[src/rtl/alu_pkg.sv]
// Shared encodings for the selectable ALU.
// Assumes the select word is {mode, code[1:0]} with mode=1 meaning logic.
package alu_pkg;
    typedef enum logic [1:0] {
        Y_ZERO = 2'b00,
        Y_PASS = 2'b01,
        Y_INV  = 2'b10,
        Y_ONES = 2'b11
    } ysel_e;

    typedef enum logic [1:0] {
        L_AND  = 2'b00,
        L_OR   = 2'b01,
        L_XOR  = 2'b10,
        L_NOTA = 2'b11
    } lop_e;
endpackage

[src/rtl/alu_ysel.sv]
// Second adder operand steering: zero, B, ~B or all ones per code.
// Assumes code is the shared low select pair.
module alu_ysel
    import alu_pkg::*;
#(
    parameter int WIDTH = 4
) (
    input  logic [WIDTH-1:0] b_in,
    input  logic [1:0]       code,
    output logic [WIDTH-1:0] y_out
);
    // Pick the adder's second input from the four sources.
    always_comb begin
        unique case (ysel_e'(code))
            Y_ZERO:  y_out = '0;
            Y_PASS:  y_out = b_in;
            Y_INV:   y_out = ~b_in;
            default: y_out = '1;
        endcase
    end
endmodule

[src/rtl/alu_slice.sv]
// One bit of the ALU: a full adder on (a, y, cin) and a logic cell on (a, b).
// Assumes y has already been steered by alu_ysel; carry-out is always the adder's.
module alu_slice
    import alu_pkg::*;
(
    input  logic       a,
    input  logic       b,
    input  logic       y,
    input  logic       cin,
    input  logic [2:0] sel,
    output logic       g,
    output logic       cout
);
    logic sum_bit;
    logic log_bit;

    // Full adder for the arithmetic path.
    always_comb begin
        sum_bit = a ^ y ^ cin;
        cout    = (a & y) | (cin & (a ^ y));
    end

    // Bitwise logic function for this bit.
    always_comb begin
        unique case (lop_e'(sel[1:0]))
            L_AND:   log_bit = a & b;
            L_OR:    log_bit = a | b;
            L_XOR:   log_bit = a ^ b;
            default: log_bit = ~a;
        endcase
    end

    // Mode mux between arithmetic and logic.
    always_comb g = sel[2] ? log_bit : sum_bit;
endmodule

[src/rtl/sel_alu.sv]
// Selectable ALU top: eight arithmetic and four logic functions from a 3-bit select.
// Purely combinational; assumes WIDTH >= 2 so that the sign carry is distinct.
module sel_alu #(
    parameter int WIDTH = 4
) (
    input  logic [WIDTH-1:0] opa,
    input  logic [WIDTH-1:0] opb,
    input  logic             carry_in,
    input  logic [2:0]       sel,
    output logic [WIDTH-1:0] result,
    output logic             carry_out,
    output logic             overflow
);
    localparam int MSB = WIDTH - 1;

    logic [WIDTH-1:0] y_vec;
    logic [WIDTH:0]   carry;

    alu_ysel #(.WIDTH(WIDTH)) u_ysel (
        .b_in  (opb),
        .code  (sel[1:0]),
        .y_out (y_vec)
    );

    // Chain input carry into the ripple.
    always_comb carry[0] = carry_in;

    for (genvar i = 0; i < WIDTH; i++) begin : g_bit
        alu_slice u_slice (
            .a    (opa[i]),
            .b    (opb[i]),
            .y    (y_vec[i]),
            .cin  (carry[i]),
            .sel  (sel),
            .g    (result[i]),
            .cout (carry[i+1])
        );
    end

    // Flags are only meaningful on the arithmetic side.
    always_comb begin
        carry_out = carry[WIDTH] & ~sel[2];
        overflow  = (carry[WIDTH] ^ carry[MSB]) & ~sel[2];
    end
endmodule

[config.mk]
export PLATFORM = sky130hd
export DESIGN_NAME = sel_alu
export DESIGN_NICKNAME = d
export VERILOG_FILES = /design/src/rtl/alu_pkg.sv /design/src/rtl/alu_ysel.sv /design/src/rtl/alu_slice.sv /design/src/rtl/sel_alu.sv
export SDC_FILE = /design/constraint.sdc
export NUM_CORES = 1
export LEC_CHECK = 0
export BUFFER_PORTS_ARGS = -buffer_cell sky130_fd_sc_hd__buf_2
export CAP_MARGIN = 20
export CELL_PAD_IN_SITES_DETAIL_PLACEMENT = 1
export CELL_PAD_IN_SITES_GLOBAL_PLACEMENT = 1
export CORE_MARGIN = 2
export CORE_UTILIZATION = 34
export DETAILED_ROUTE_END_ITERATION = 16
export PLACE_DENSITY_LB_ADDON = 0.1
export SYNTH_ARGS = -nofsm -noshare
export SYNTH_HDL_FRONTEND = slang
export SYNTH_SLANG_ARGS = --single-unit
[constraint.sdc]
create_clock -name vclk -period 3.7
set_clock_uncertainty 0.05 [all_clocks]
set_input_delay 0.74 -clock vclk [all_inputs]
set_output_delay 0.74 -clock vclk [all_outputs]
set_load 0.05 [all_outputs]
==> impl_metrics.ini <==
[outcome]
status = finished with violations
violations = setup timing

[floorplanning]
floorplan.initialDensity_pct = 37.3
placeableCoreArea_sq_um = 1350
ioPinCount = 18
dieArea_sq_um = 1810
die_w_microns = 42.5
std_cell_rows = 13
die_y_microns = 42.5

[worst_setup_path]
critical_path_buf_inv_count = 3
path_cells = buf_6, mux2_4, fa_2, inv_2, fa_2, fa_2, fa_1, nor2b_1, a311oi_1, buf_4
critPathRequiredTime_ns = 2.91
timing.critical_path.to_type = output port
cp-startpoint = opb[0]
worst_path_most_repeated_cell = sky130_fd_sc_hd__fa_2
type_of_element_launching_the_critical_path = input port
max_stage_delay_ns = 0.42
cpMaxStageDelayCell = sky130_fd_sc_hd__fa_1
path_delay_family = adder cells
critical_path_peak_fanout = 3
timing.setup.critical_path_class = in -> out
critical_path_at_ns = 2.95

[grt]
grt_antenna_before_repair = 0
grt_pass1_wl_microns = 1890
grt_start_max_net_pins = 19
global_route.overflow_total = 0
groute.usage.overall_pct = 12.9
grt_pass1_vias = 438

[worst_hold_path]
worst_hold_startpoint = sel[2]
hold_class = in -> out

[pwr]
combPwrFrac_pct = 100.0
internal_power_uw = 46.6
switching_share_pct = 61.8
finalPower_uw = 122
power.leakage_nw = 0.330
clock_power_share_pct = 0
power.share.sequential_pct = 0
p_per_area_nw_per_um2 = 193
max_rail_drop_vdd_mv = 0.0789
power.switching_uw = 75.3

[synth]
area_fraction_of_the_dominant_cell_type_after_synthesis_pct = 19.9
synth_top_cells_by_area = sky130_fd_sc_hd__ha_1 20%, sky130_fd_sc_hd__fa_1 16%, sky130_fd_sc_hd__buf_4 7.4%
post_synth_inst_count = 64
netlist.top_cell.by_area = sky130_fd_sc_hd__ha_1
synthesis.nets = 88
synth.cell_area_sq_um = 504
synth_area_per_cell_sq_um = 7.88
synthesis.yosys.warnings = 0
yosysSeqAreaShare_pct = 0
synth_cell_type_count = 22

[timing]
worst_slew_margin_rel_pct = 83.2
final-max-slew-violation-count = 0
timing.final.setup_violations = 1
fin_crit_sh_pct = 101
timing.final.ws_setup_ns = -0.0387
max_freq_mhz = 267
final_hold_viol_count = 0
rsz0062_at_grt = true
tightest_slew_ns = 0.246
tns_ns = -0.0387
post-route-min-period_ns = 3.74

[drt]
wl_on_met1_microns = 486
route.detailed.wl_per_inst_microns = 11.7
drc = 0
wirelength_microns = 1110
remaining_antenna_violation_count_after_routing = 0
met3RoutedLength_microns = 29
topRoutingLayerUsed = met3
number_of_iterations_in_the_first_detailed_routing_pass = 2
routed_via_density = 4.92
detail_route.iter0.violations = 1
route.met2.wl_microns = 597
routed-via-count = 467

[layout]
insertedDiodeCount = 0
clock_buffers = 0
layout.cells.most_common_list = 14 x sky130_fd_sc_hd__buf_2, 9 x sky130_fd_sc_hd__inv_1, 8 x sky130_fd_sc_hd__ha_1, 8 x sky130_fd_sc_hd__buf_4, 6 x sky130_fd_sc_hd__nand2_1
syn2layout_area_growth_pct = 25.3
fill_cells = 176
multi_input_area_sq_um = 427
fin_nets = 106
layout.core_utilization_pct = 46.8
stdcell_area_sq_um = 632
storage_element_area_sq_um = 0
seq_cell_count = 0
most_frequent_standard_cell_in_the_layout_excluding_fill_and_tap_cells = sky130_fd_sc_hd__buf_2
final_layout_size_suffix_gt1_share_pct = 45.0

[clocking]
cts_hold_repair.buffers = 0
post_cts_buffers = 0

[placement]
portBuffers = 18
place_congestion = 0.725
place_area_sq_um = 611
dpl.hpwl_microns = 969

[flow_run]
cap_viol_max_count = 0
[power groups by stage]
stage	logic, mW	clock network [mW]	registers (mW)
global route	0.134	0	0
CTS	0.124	0	0
detailed placement	0.118	0	0
floorplan	0.0973	0	0
global placement	0.116	0	0
finish	0.122	0	0
[metrics by stage]
stage / hold slack, ns / worst slack [ns] / std cells
after floorplan: 1.72 / -0.0380 / 64
after global placement: 1.90 / -0.110 / 95
after detailed placement: 1.92 / -0.128 / 95
after CTS: 1.90 / -0.0569 / 95
after global routing: 1.93 / -0.120 / 95
final: 1.89 / -0.0387 / 95
[logic make-up after synthesis]
logic type      after synthesis  share of synthesized area, %
xor+xnor                      1                          1.74
buf+inv                      18                          21.1
compound gates               12                          15.6
simple gates                 17                          17.6
mux                           4                          8.19
fa+ha+maj                    12                          35.7
[worst paths after layout]
path | to | slack, ns | cells after the start
worst max-delay path | result[3] | -0.04 | 10
worst min-delay path | overflow | 1.89 | 3
[final cells by class]
cell class / count / share of cell area (%)
multi-input cells: 46 / 67.5
repair buffers: 24 / 23.6
inverters: 10 / 5.94
well taps: 15 / 2.97
[per-layer routing]
layer  GRT usage, %  vias to the layer above
li1               -                      236
met1           18.0                      224
met2           23.4                        7
met3              0                        0
met4              0                        0
met5              0                        -
[cell usage after synthesis]
master / count
sky130_fd_sc_hd__a311oi_1: 3
sky130_fd_sc_hd__or2_0: 2
sky130_fd_sc_hd__nand2_2: 2
sky130_fd_sc_hd__a21oi_1: 3
sky130_fd_sc_hd__nor2_1: 2
sky130_fd_sc_hd__xnor2_1: 1
sky130_fd_sc_hd__mux2_2: 1
sky130_fd_sc_hd__mux2i_1: 3
sky130_fd_sc_hd__buf_8: 1
sky130_fd_sc_hd__fa_1: 4
sky130_fd_sc_hd__nand2b_2: 1
sky130_fd_sc_hd__inv_1: 10
sky130_fd_sc_hd__o21ai_0: 4
sky130_fd_sc_hd__nand2_1: 6
sky130_fd_sc_hd__ha_1: 8
sky130_fd_sc_hd__nor2b_1: 3
sky130_fd_sc_hd__o2111ai_1: 1
sky130_fd_sc_hd__o221ai_1: 1
sky130_fd_sc_hd__buf_4: 5
sky130_fd_sc_hd__or2_2: 1
sky130_fd_sc_hd__buf_2: 1
sky130_fd_sc_hd__buf_6: 1
[repair_timing]
action	CTS	global route
resized for setup	5	1
setup endpoints to repair	2	2
pin swaps	0	0
Power figures use the tool's default switching activity.
